$ cat config.mk
export PLATFORM = sky130hd
export DESIGN_NAME = puf_resp_engine
export DESIGN_NICKNAME = d
export VERILOG_FILES = /design/src/rtl/puf_eng_pkg.sv /design/src/rtl/osc_edge_sync.sv /design/src/rtl/edge_counter.sv /design/src/rtl/col_decoder.sv /design/src/rtl/puf_resp_engine.sv
export SDC_FILE = /design/constraint.sdc
export NUM_CORES = 1
export LEC_CHECK = 0
export ABC_AREA = 1
export BUFFER_PORTS_ARGS = -buffer_cell sky130_fd_sc_hd__buf_2
export CAP_MARGIN = 15
export CORE_MARGIN = 2
export CORE_UTILIZATION = 27
export DETAILED_ROUTE_END_ITERATION = 10
export PLACE_DENSITY = 0.47
export SLEW_MARGIN = 20
export SYNTH_ARGS = -nofsm -noshare
export SYNTH_HDL_FRONTEND = slang
export SYNTH_SLANG_ARGS = --single-unit
export TNS_END_PERCENT = 100
$ cat constraint.sdc
create_clock -name clk -period 3.12 [get_ports clk]
set_input_delay 0.78 -clock clk [delete_from_list [all_inputs] [get_ports clk]]
set_output_delay 0.78 -clock clk [all_outputs]
set_load 0.1 [all_outputs]
$ cat src/rtl/puf_eng_pkg.sv
`timescale 1ns/1ps
package puf_eng_pkg;
    typedef enum logic [1:0] {
        ST_IDLE   = 2'd0,
        ST_SETTLE = 2'd1,
        ST_GATE   = 2'd2,
        ST_CMP    = 2'd3
    } eng_state_e;
endpackage

$ cat src/rtl/osc_edge_sync.sv
`timescale 1ns/1ps
module osc_edge_sync (
    input  logic clk,
    input  logic rst_n,
    input  logic osc_in,
    output logic rise_o
);
    logic [2:0] pipe_d, pipe_q;

    always_comb begin
        pipe_d = {pipe_q[1:0], osc_in};
    end

    always_ff @(posedge clk or negedge rst_n) begin
        if (!rst_n) pipe_q <= '0;
        else        pipe_q <= pipe_d;
    end

    // pipe_q[0..1] form the two-flop synchroniser; pipe_q[2] holds the previous sample
    assign rise_o = pipe_q[1] & ~pipe_q[2];
endmodule

$ cat src/rtl/edge_counter.sv
`timescale 1ns/1ps
module edge_counter #(
    parameter int CNT_W = 11
) (
    input  logic             clk,
    input  logic             rst_n,
    input  logic             clr,
    input  logic             inc,
    output logic [CNT_W-1:0] count_o
);
    logic [CNT_W-1:0] cnt_d, cnt_q;

    always_comb begin
        cnt_d = cnt_q;
        if (clr)      cnt_d = '0;
        else if (inc) cnt_d = cnt_q + 1'b1;
    end

    always_ff @(posedge clk or negedge rst_n) begin
        if (!rst_n) cnt_q <= '0;
        else        cnt_q <= cnt_d;
    end

    assign count_o = cnt_q;


    no_overflow_chk: assert property (@(posedge clk) disable iff (!rst_n)
        (inc && !clr) |-> (cnt_q != {CNT_W{1'b1}}));
endmodule

$ cat src/rtl/col_decoder.sv
`timescale 1ns/1ps
module col_decoder #(
    parameter int N_COLS = 16,
    parameter int CIW    = 4
) (
    input  logic [CIW-1:0]    idx,
    input  logic              en,
    output logic [N_COLS-1:0] onehot
);
    for (genvar c = 0; c < N_COLS; c++) begin : g_col
        assign onehot[c] = en && (idx == CIW'(c));
    end
endmodule

$ cat src/rtl/puf_resp_engine.sv
`timescale 1ns/1ps
module puf_resp_engine #(
    parameter int N_COLS     = 16,
    parameter int N_ROWS     = 32,
    parameter int STAGES     = 5,
    parameter int N_CHAL     = 128,
    parameter int SETTLE_CYC = 64,
    parameter int GATE_CYC   = 1024,
    localparam int CIW       = $clog2(N_COLS),
    localparam int RIW       = $clog2(N_ROWS),
    localparam int GRPW      = STAGES * RIW,
    localparam int CHAL_W    = CIW + 2 * GRPW
) (
    input  logic              clk,
    input  logic              rst_n,
    input  logic              prog_phase,
    input  logic              chal_valid,
    input  logic [CHAL_W-1:0] chal_data,
    output logic              chal_ready,
    input  logic              osc_a,
    input  logic              osc_b,
    output logic [N_COLS-1:0] col_en,
    output logic [GRPW-1:0]   rows_a,
    output logic [GRPW-1:0]   rows_b,
    output logic              resp_valid,
    output logic [N_CHAL-1:0] resp_word
);
    import puf_eng_pkg::*;

    localparam int CNT_W   = $clog2(GATE_CYC + 2);
    localparam int TMR_MAX = (SETTLE_CYC > GATE_CYC) ? SETTLE_CYC : GATE_CYC;
    localparam int TMR_W   = $clog2(TMR_MAX + 1);
    localparam int IDX_W   = $clog2(N_CHAL + 1);

    typedef struct packed {
        eng_state_e        state;
        logic [TMR_W-1:0]  tmr;
        logic [CIW-1:0]    col;
        logic [GRPW-1:0]   ra;
        logic [GRPW-1:0]   rb;
        logic [IDX_W-1:0]  idx;
        logic [N_CHAL-1:0] shift;
        logic              rvalid;
    } eng_regs_t;

    eng_regs_t r_d, r_q;

    logic             rise_a, rise_b;
    logic [CNT_W-1:0] cnt_a, cnt_b;
    logic             meas_on, gate_on, resp_bit;

    osc_edge_sync i_sync_a (.clk(clk), .rst_n(rst_n), .osc_in(osc_a), .rise_o(rise_a));
    osc_edge_sync i_sync_b (.clk(clk), .rst_n(rst_n), .osc_in(osc_b), .rise_o(rise_b));

    assign gate_on = (r_q.state == ST_GATE);

    edge_counter #(.CNT_W(CNT_W)) i_cnt_a (
        .clk(clk), .rst_n(rst_n), .clr(!gate_on), .inc(gate_on && rise_a), .count_o(cnt_a));
    edge_counter #(.CNT_W(CNT_W)) i_cnt_b (
        .clk(clk), .rst_n(rst_n), .clr(!gate_on), .inc(gate_on && rise_b), .count_o(cnt_b));

    assign meas_on  = !prog_phase && ((r_q.state == ST_SETTLE) || gate_on);
    assign resp_bit = (cnt_a > cnt_b);

    col_decoder #(.N_COLS(N_COLS), .CIW(CIW)) i_col_dec (
        .idx(r_q.col), .en(meas_on), .onehot(col_en));

    always_comb begin
        r_d        = r_q;
        r_d.rvalid = 1'b0;
        if (prog_phase) begin
            r_d.state = ST_IDLE;
            r_d.tmr   = '0;
            r_d.idx   = '0;
            r_d.shift = '0;
        end else begin
            unique case (r_q.state)
                ST_IDLE: begin
                    if (chal_valid) begin
                        r_d.state = ST_SETTLE;
                        r_d.tmr   = '0;
                        r_d.col   = chal_data[CIW-1:0];
                        r_d.ra    = chal_data[CIW +: GRPW];
                        r_d.rb    = chal_data[CIW + GRPW +: GRPW];
                    end
                end
                ST_SETTLE: begin
                    if (r_q.tmr == TMR_W'(SETTLE_CYC - 1)) begin
                        r_d.state = ST_GATE;
                        r_d.tmr   = '0;
                    end else begin
                        r_d.tmr = r_q.tmr + 1'b1;
                    end
                end
                ST_GATE: begin
                    if (r_q.tmr == TMR_W'(GATE_CYC - 1)) begin
                        r_d.state = ST_CMP;
                        r_d.tmr   = '0;
                    end else begin
                        r_d.tmr = r_q.tmr + 1'b1;
                    end
                end
                ST_CMP: begin
                    r_d.state = ST_IDLE;
                    r_d.shift = (r_q.shift >> 1) | (N_CHAL'(resp_bit) << (N_CHAL - 1));
                    if (r_q.idx == IDX_W'(N_CHAL - 1)) begin
                        r_d.idx    = '0;
                        r_d.rvalid = 1'b1;
                    end else begin
                        r_d.idx = r_q.idx + 1'b1;
                    end
                end
                default: r_d.state = ST_IDLE;
            endcase
        end
    end

    always_ff @(posedge clk or negedge rst_n) begin
        if (!rst_n) begin
            r_q <= '{state: ST_IDLE, tmr: '0, col: '0, ra: '0, rb: '0,
                     idx: '0, shift: '0, rvalid: 1'b0};
        end else begin
            r_q <= r_d;
        end
    end

    assign chal_ready = (r_q.state == ST_IDLE) && !prog_phase;
    assign rows_a     = r_q.ra;
    assign rows_b     = r_q.rb;
    assign resp_valid = r_q.rvalid;
    assign resp_word  = r_q.shift;


    col_onehot_chk: assert property (@(posedge clk) disable iff (!rst_n)
        $onehot0(col_en));


    col_idle_chk: assert property (@(posedge clk) disable iff (!rst_n)
        chal_ready |-> (col_en == '0));


    rows_hold_chk: assert property (@(posedge clk) disable iff (!rst_n)
        !(chal_valid && chal_ready) |=> ($stable(rows_a) && $stable(rows_b)));


    busy_after_take_chk: assert property (@(posedge clk) disable iff (!rst_n)
        (chal_valid && chal_ready) |=> !chal_ready);


    valid_pulse_chk: assert property (@(posedge clk) disable iff (!rst_n)
        resp_valid |=> !resp_valid);


    phase_block_chk: assert property (@(posedge clk) disable iff (!rst_n)
        prog_phase |-> (!chal_ready && (col_en == '0)));
endmodule

# [After elaboration in Yosys (flattened, before gate mapping)]
# Index checks and enable logic that the tools add are counted.
[totals] regBits=232 in_bits=60
[classes] n_addsub=4 n_lt_le_gt_ge=1 n_eq_ne=26 n_mux=17 bitwise_logic=6 n_reduce_logical=29
[op_table] operator="$mux 137" count=1
[op_table] operator="$mux 136" count=1
[op_table] operator="$or 127x128->128" count=1
[op_table] operator="$mux 67" count=1
[op_table] operator="$mux 11" count=6
[op_table] operator="$add 11x1->11 const B" count=3
[op_table] operator="$pmux 11 s3" count=1
[op_table] operator="$eq 4x4->1 const B" count=8
[op_table] operator="$logic_and 1x1->1" count=20
[op_table] operator="$eq 4x3->1 const B" count=4
[op_table] operator="$mux 13" count=1
[op_table] operator="$eq 11x10->1 const B" count=1
[op_table] operator="$eq 11x6->1 const B" count=1
[op_table] operator="$gt 11x11->1" count=1
[op_table] operator="$add 8x1->8 const B" count=1
[op_table] operator="$eq 4x2->1 const B" count=2
[op_table] operator="$eq 8x7->1 const B" count=1
[op_table] operator="$mux 8" count=1
[op_table] operator="$pmux 2 s4" count=1
[op_table] operator="$ne 3x2->1 const B" count=2
[op_table] operator="$reduce_and 3->1" count=2
[op_table] operator="$eq 2x2->1 const B" count=2
[op_table] operator="$eq 4x1->1 const B" count=1
[op_table] operator="$logic_not 4->1" count=1
[op_table] operator="13 further kinds" count=19

# [Logic depth before layout (Yosys ltp)]
# Gate-level depths: netlist (run 1).
[depth] ltp_word=5 ltp_mapped=11 mapped_depth_nobuf=10

# [Modules after synthesis]
# A second synthesis (run 1) with hierarchy kept.
[unflattened] hier_cells=1143 hier_area_um2=11456.0
[by_module_without_submodules] mod="puf_resp_engine" instances=1 cells_each=937 area_each_um2=9945.8 seq_area_each_um2=5104.9
[by_module_without_submodules] mod="edge_counter" instances=2 cells_each=82 area_each_um2=606.8 seq_area_each_um2=275.3
[by_module_without_submodules] mod="osc_edge_sync" instances=2 cells_each=5 area_each_um2=85.1 seq_area_each_um2=75.1
[by_module_without_submodules] mod="col_decoder" instances=1 cells_each=32 area_each_um2=126.4 seq_area_each_um2=0.0

# [Worst setup path before layout (run 1)]
# Ideal clock, no wire load.
[synth_path] path_type="in2out" from="input prog_phase" to="output col_en[0]" arrival_ns=2.604 setup_slack_ns=-0.264 stages=6 n_path_buf=1 path_cell_list="buf_6 -> inv_1 -> nand2_1 -> inv_1 -> nand3_1 -> nor2_1"
[synth_between] elab_chain_cells=3
[synth_rtl] item="start, declared" line="puf_resp_engine.sv:16" text="input logic prog_phase,"
[synth_rtl] item="$logic_not 1->1" line="puf_resp_engine.sv:62" text="assign meas_on = !prog_phase && ((r_q.state == ST_SETTLE) || gate_on);"
[synth_rtl] item="$logic_and 1x1->1" line="puf_resp_engine.sv:62"
[synth_rtl] item="$logic_and 1x1->1" line="col_decoder.sv:11" text="assign onehot[c] = en && (idx == CIW'(c));"
[synth_rtl] item="end, declared" line="puf_resp_engine.sv:22" text="output logic [N_COLS-1:0] col_en,"
# No other way between the ends.

# [Worst setup path after layout (run 1)]
[layout_path] from="register r_q[202] (netlist bit)" to="output col_en[11]"
[layout_between] elab_chain_cells=4 elab_cells_between_ends=5 classes_between="2 x eq/ne; 3 x reduce/logical"
[layout_rtl] item="start, declared" line="puf_resp_engine.sv:46" text="eng_regs_t r_d, r_q;"
[layout_rtl] item="start signal, assigned" line="puf_resp_engine.sv:120" text="r_q <= '{state: ST_IDLE, tmr: '0, col: '0, ra: '0, rb: '0,"
[layout_rtl] item="start signal, assigned" line="puf_resp_engine.sv:123" text="r_q <= r_d;"
[layout_rtl] item="$eq 2x1->1 or $eq 2x2->1 (tied branches)" line="puf_resp_engine.sv:62, puf_resp_engine.sv:55"
[layout_rtl] item="$logic_or 1x1->1 *" line="puf_resp_engine.sv:62"
[layout_rtl] item="$logic_and 1x1->1 *" line="puf_resp_engine.sv:62"
[layout_rtl] item="$logic_and 1x1->1 *" line="col_decoder.sv:11"
# Mark *: on every way between the ends. The rest lies on a longest branch, timed or not.

==> results of run 1 <==
## layer usage
layer,global-route usage,vias to the layer above
li1,-,3728
met1,0.160,3663
met2,0.170,171
met3,0.0251,31
met4,0.0344,0
met5,0,-
## placed cells by master (no fill, tap or decap), types with 4 or more instances in the layout
cell | netlist | routed
a21oi_1 | 26 | 26
nand4_1 | 20 | 20
dfrtp_1 | 232 | 232
o22ai_1 | 129 | 129
buf_12 | 0 | 22
mux2_2 | 49 | 49
nor3_1 | 13 | 13
buf_2 | 22 | 238
buf_4 | 178 | 6
inv_1 | 192 | 191
nand2_1 | 104 | 104
clkbuf_8 | 0 | 4
ha_1 | 19 | 19
nand3_1 | 35 | 34
nor2_1 | 58 | 54
clkbuf_1 | 10 | 4
clkbuf_16 | 0 | 29
nor2_2 | 3 | 7
nor2_4 | 4 | 4
clkinv_2 | 0 | 5
o21ai_0 | 24 | 24
xor2_1 | 5 | 5
## final timing paths
kind / startpoint / endpoint / slack [ns] / depth (start not counted)
hold / removal: rst_n / resp_word[85]$_DFFE_PN0P_ / 0.15 / 1
max in group asynchronous: rst_n / resp_word[34]$_DFFE_PN0P_ / 2.18 / 2
min in group clk: osc_b / i_sync_b.pipe_q[0]$_DFF_PN0_ / 0.35 / 1
setup reg to reg: r_q[202]$_DFFE_PN0P_ / rows_b[14]$_DFFE_PN0P_ / 1.18 / 7
setup / recovery: r_q[202]$_DFFE_PN0P_ / col_en[11] / 0.20 / 7
hold reg to reg: i_sync_a.pipe_q[0]$_DFF_PN0_ / i_sync_a.pipe_q[1]$_DFF_PN0_ / 0.35 / 0
## per-stage QoR
stage | hold WS (ns) | power, W
floorplan | 0.331 | 0.00760
global placement | 0.345 | 0.00787
detailed placement | 0.343 | 0.00789
CTS | 0.162 | 0.0113
global route | 0.164 | 0.0116
finish | 0.146 | 0.0111
## power by group through the flow
stage          Sequential [W]  Combinational (W)  Clock (W)
3_3_place_gp          0.00362            0.00425          0
4_1_cts               0.00359            0.00426    0.00343
2_1_floorplan         0.00359            0.00402          0
5_1_grt               0.00364            0.00441    0.00354
3_5_place_dp          0.00363            0.00425          0
6_report              0.00358            0.00423    0.00330
## registers in the layout, summed over array words and instances, names as in the netlist
signal	count
i_cnt_a.count_o	11
i_cnt_b.count_o	11
i_sync_a.pipe_q	3
i_sync_b.pipe_q	3
r_q	25
resp_valid	1
resp_word	128
rows_a	25
rows_b	25
## cell families (layout without fill, tap and decap cells)
family | Yosys count | after routing
multiplexers | 50 | 50
AND/OR/NAND/NOR | 242 | 242
adder cells (fa/ha/maj) | 19 | 19
XOR/XNOR | 8 | 8
buffers and inverters | 412 | 510
AO/OA/AOI/OAI | 184 | 184
flip-flops | 232 | 232
## layout make-up
class	instances	area share
clock buffer	37	0.0617
inverter	195	0.0572
multi-input combinational	503	0.237
clock inverter	11	0.0108
sequential	232	0.450
tap	532	0.0517
timing repair buffer	267	0.131
## worst register-to-register path, delay by kind of cell, from the launching register on
family	cells	cell delay, ns
flip-flops	1	0.39
adder cells (fa/ha/maj)	1	0.27
buffers and inverters	3	0.47
multiplexers	1	0.42
AND/OR/NAND/NOR	2	0.28
==> metrics.yaml, run 1 <==
run_status:
  status: "finished, final reports clean"
logic_synthesis:
  synth.most_common_cell: "dfrtp_1"
  synth-simple-area-share: 0.0962
  synth_top_family_by_area: "buffers and inverters"
  synth_cell_type_count: 31
  synth_compound_area_frac: 0.0984
  avgSynthCellArea_um2: 9.69
  synthXorXnorAreaFrac: 0.00630
  synth.top_cells.by_area: "dfrtp_1 52%, buf_4 12%, o22ai_1 7.3%, inv_1 6.5%, mux2_2 5.0%"
  synth_fp_nets: 1226
  yosys_register_bits: 232
  netlist.area_leader.share: 0.522
  yosysSeqAreaShare: 0.522
  synth_area_um2: 11100
  syn_inst: 1147
  synth_top_flop_cell: "dfrtp_1"
  synth-async-reset-ratio: 1.00
  synth_mux_area_frac: 0.0510
  synth_top_cell_by_area: "dfrtp_1"
  ys_warn_count: 0
  synth_common_cells: "232 x dfrtp_1, 192 x inv_1, 178 x buf_4"
  synth_edf_count: 0
  synth_adder_area_share: 0.0214
power_and_ir_drop:
  p_clk_frac: 0.297
  p_switching_w: 0.00494
  p_seq_frac: 0.323
  p_int_w: 0.00617
  worst_ir_drop_vdd_uv: 941
  p_leak_nw: 6.14
  powerDensity_nw_per_um2: 862
  combPwrFrac: 0.381
  p_sw_frac: 0.445
global_route:
  grt_first_pass_wirelength_mm: 39.5
  grt_use_total: 0.113
  grt_max_degree: 68
  overflow: 0
  grt_pass1_vias: 7512
  antenna_found_initial: 0
detailed_routing:
  vias: 7593
  wl_met1_mm: 11.6
  maxUsedRoutingLayer: "met4"
  detail-route-antenna-nets: 0
  drt_wl_total_mm: 24.9
  routedWlPerCell_um: 14.0
  vias_per_cell: 4.27
  dr.pass1.iters: 4
  first_iter_violations: 480
  route.met3.wl_mm: 1.60
  route.detailed.drc: 0
  wl_met2_mm: 11.2
cts:
  cts_hold_buf: 0
  cts_buffer_depth: 3
  numCtsBuffers: 28
  clkSlewWorstSetupHoldPaths_ns: 0.06
  post-cts-setup-buffers: 0
  cts_tree: "done"
  cts_num_sinks: 232
  clockRootBuffer: "clkbuf_16"
  cts_max_level: 1
  insertion_delay_ns: 0.54
  ctsResizeCount: 0
sta:
  skew_ns: 0.0108
  worstMarginPinSlew_ns: 0.574
  setup_tns_ns: 0
  timing.final.crit_share: 0.936
  max_freq_mhz: 342
  setup_slack_ns: 0.199
  period_needed_ns: 2.92
  rsz0062_at_grt: "false"
  timing.final.max_slew_violations: 0
  max-slew-margin-rel: 0.617
  hold_violations: 0
  setup_viol: 0
setup_path:
  worst_setup_path_end_kind: "primary output"
  critPathBufInv: 3
  worstPathRequired_ns: 2.34
  worstPathMaxFanout: 7
  critical_path.cell_chain: "inv_1, ha_1, nand2_1, inv_2, nand3_1, nor2_1, buf_12"
  path_delay_family: "simple AND/OR/NAND/NOR gates"
  path_class: "flip-flop to primary output"
  critPathSlowestCell: "dfrtp_1"
  arrival_ns: 2.14
  max_stage_delay_ns: 0.39
  cp-start-kind: "flip-flop"
finish:
  fin_cells: 1777
  areaGrowthSynthToFinish_pct: 15.9
  nNetsFinal: 1306
  multi_input_area_um2: 3050
  fin_area_um2: 12900
  drive_gt1_frac: 0.304
  num_antenna_cells: 0
  finish.utilization: 0.316
  fill_cells: 4295
  seq_area_um2: 5810
floorplanning:
  die_h_um: 207
  ios: 256
  start_util: 0.273
  rows: 74
  core_um2: 40700
  die-area_um2: 42800
  die_width_um: 207
place:
  dp_slack_ns: 0.449
  gp_congestion: 0.789
  portBuffers: 255
  dp.cells: 1729
  dpl-instance-area_um2: 11900
  dpl.hpwl_mm: 17.5
flow_run:
  maxCapViolCount: 0
hold_path:
  min_path_type: "input pin to async pin"
Power figures use the tool's default switching activity.
==> inputs of run 2 (changes only) <==
- CORE_ASPECT_RATIO: not set -> 1.1
==> metrics.yaml, run 2 (same netlist as run 1, synthesis figures left out) <==
run_status:
  status: "finished, final reports clean"
cts:
  clockRootBuffer: "clkbuf_16"
  cts_buffer_depth: 3  # unchanged
  cts_max_level: 1  # unchanged
  cts_hold_buf: 0  # unchanged
  clkSlewWorstSetupHoldPaths_ns: 0.06  # about the same
  insertion_delay_ns: 0.55  # about the same
  cts_tree: "done"
  cts_num_sinks: 232  # unchanged
  ctsResizeCount: 0  # unchanged
  numCtsBuffers: 28  # unchanged
  post-cts-setup-buffers: 0  # unchanged
floorplanning:
  die_width_um: 197  # -4.6%
  core_um2: 40400  # -0.91%
  start_util: 0.275  # +0.00251
  die_h_um: 217  # +4.8%
  die-area_um2: 42800  # about the same
  rows: 77  # +4.1%
  ios: 256  # unchanged
setup_path:
  worst_r2r_startpoint: "r_q[202]$_DFFE_PN0P_"
  cp-start-kind: "flip-flop"
  worst_setup_path_end_kind: "primary output"
  rrSetupSlack_ns: 1.10  # -0.08 ns
  worstPathMaxFanout: 7  # unchanged
  arrival_ns: 2.14  # about the same
  worstPathRequired_ns: 2.34  # about the same
  path_class: "flip-flop to primary output"
  r2r-end: "resp_word[105]$_DFFE_PN0P_"
  worstRegToRegCells: 6  # -1
global_route:
  grt_pass1_vias: 7776  # +3.5%
  grt_max_degree: 70  # +2.9%
  grt_first_pass_wirelength_mm: 41.4  # +4.8%
  grt-busiest-layer: "met2"
  grt_use_met1: 0.153  # -0.00706
  antenna_found_initial: 0  # unchanged
  use_met2: 0.195  # +0.0244
  grt_use_total: 0.118  # +0.00532
  grt_util_met3: 0.0293  # +0.00417
  overflow: 0  # unchanged
sta:
  hold_violations: 0  # unchanged
  rsz0062_at_grt: "false"
  max_freq_mhz: 343  # about the same
  timing.final.max_slew_violations: 0  # unchanged
  period_needed_ns: 2.92  # -0.00206 ns
  skew_ns: 0.0124  # +0.00163 ns
  max-slew-margin-rel: 0.498  # -0.120
  timing.final.crit_share: 0.936  # about the same
  worstMarginPinSlew_ns: 0.754  # +0.180 ns
  setup_slack_ns: 0.201  # +0.00206 ns
  setup_viol: 0  # unchanged
  fin_hold_ws_ns: 0.179  # +0.0338 ns
finish:
  largest_reg_flops: 128  # unchanged
  areaGrowthSynthToFinish_pct: 15.5
  final_cell_mix: "238 x buf_2, 232 x dfrtp_1, 191 x inv_1"
  finish.utilization: 0.318  # +0.00180
  drive_gt1_frac: 0.300  # -0.00418
  nNetsFinal: 1308  # +0.15%
  num_antenna_cells: 0  # unchanged
  final_common_cell: "buf_2"
hold_path:
  min_path_type: "input pin to async pin"
detailed_routing:
  route.detailed.drc: 0  # unchanged
  drt_wl_total_mm: 25.4  # +2.0%
  detail-route-antenna-nets: 0  # unchanged
  routedWlPerCell_um: 14.4  # +2.9%
  vias_per_cell: 4.33  # +1.3%
  vias: 7628  # +0.46%
  first_iter_violations: 264  # -45%
  dr.pass1.iters: 4  # unchanged
place:
  dp_slack_ns: 0.410  # -0.0382 ns
  dpl.hpwl_mm: 18.1  # +3.0%
  portBuffers: 255  # unchanged
  gp_congestion: 0.765  # -3.0%
power_and_ir_drop:
  p_switching_w: 0.00494  # -0.13%
  powerDensity_nw_per_um2: 862  # about the same
  combPwrFrac: 0.381  # about the same
  p_leak_nw: 6.15  # about the same
  p_sw_frac: 0.446  # +0.000886
  p_int_w: 0.00614  # -0.49%
  worst_ir_drop_vdd_uv: 740  # -21%
  p_clk_frac: 0.294  # -0.003
  p_seq_frac: 0.324  # about the same
flow_run:
  maxCapViolCount: 0  # unchanged
==> run 2: changes by cell type in the layout (fill, tap and decap cells not counted), sizes merged <==
cell,change
clkinv,-1
clkinvlp,-2
buf,+2
clkbuf,+6
bufinv,-1
==> run 2: cell type report <==
class | instances | area, um2
fillers | 4214 | 27500
multi-input cells | 503 | 3040
clock buffers | 43 | 838
repair buffers | 269 | 1690
flip-flops and latches | 232 | 5810
inverters | 195 | 737
clock inverters | 7 | 85.1
well taps | 513 | 642
==> run 2: per-layer routing <==
metal,up-vias,part of all wire
li1,3736,-
met1,3662,0.44
met2,198,0.47
met3,32,0.068
met4,0,0.019
met5,-,0
==> run 2: critical path, stage by stage (launching register included) <==
cell and delay [ns]:
dfrtp_1 0.39, inv_1 0.08, ha_1 0.28, nand2_1 0.09
inv_2 0.14, nand3_1 0.18, nor2_1 0.23, buf_12 0.21
==> run 2: worst max path at each step <==
| stage | endpoint | cells past startpoint | start | slack [ns] |
|---|---|---|---|---|
| after global routing | col_en[9] | 7 | r_q[202]$_DFFE_PN0P_ | 0.02 |
| after detailed placement | col_en[10] | 7 | prog_phase | 0.41 |
| final | col_en[9] | 7 | r_q[202]$_DFFE_PN0P_ | 0.20 |
| after floorplan | col_en[0] | 6 | prog_phase | -0.26 |
| after global placement | col_en[10] | 7 | prog_phase | 0.43 |
| after CTS | col_en[10] | 7 | r_q[202]$_DFFE_PN0P_ | 0.07 |
==> run 2: power groups by stage <==
stage	logic [W]	registers, W	clock network (W)
after floorplan	0.00402	0.00359	0
after global placement	0.00426	0.00362	0
after detailed placement	0.00426	0.00364	0
after CTS	0.00427	0.00359	0.00339
after global routing	0.00443	0.00364	0.00353
final	0.00422	0.00359	0.00326
==> run 2: through the flow <==
step,setup TNS (ns),instances,cell area [um2],power (W)
6_report,0,1762,12800,0.0111
5_1_grt,0,1762,12800,0.0116
4_1_cts,0,1762,12800,0.0113
3_5_place_dp,0,1712,11900,0.00790
3_3_place_gp,0,1712,11900,0.00789
2_1_floorplan,-4.23,1147,11100,0.00760
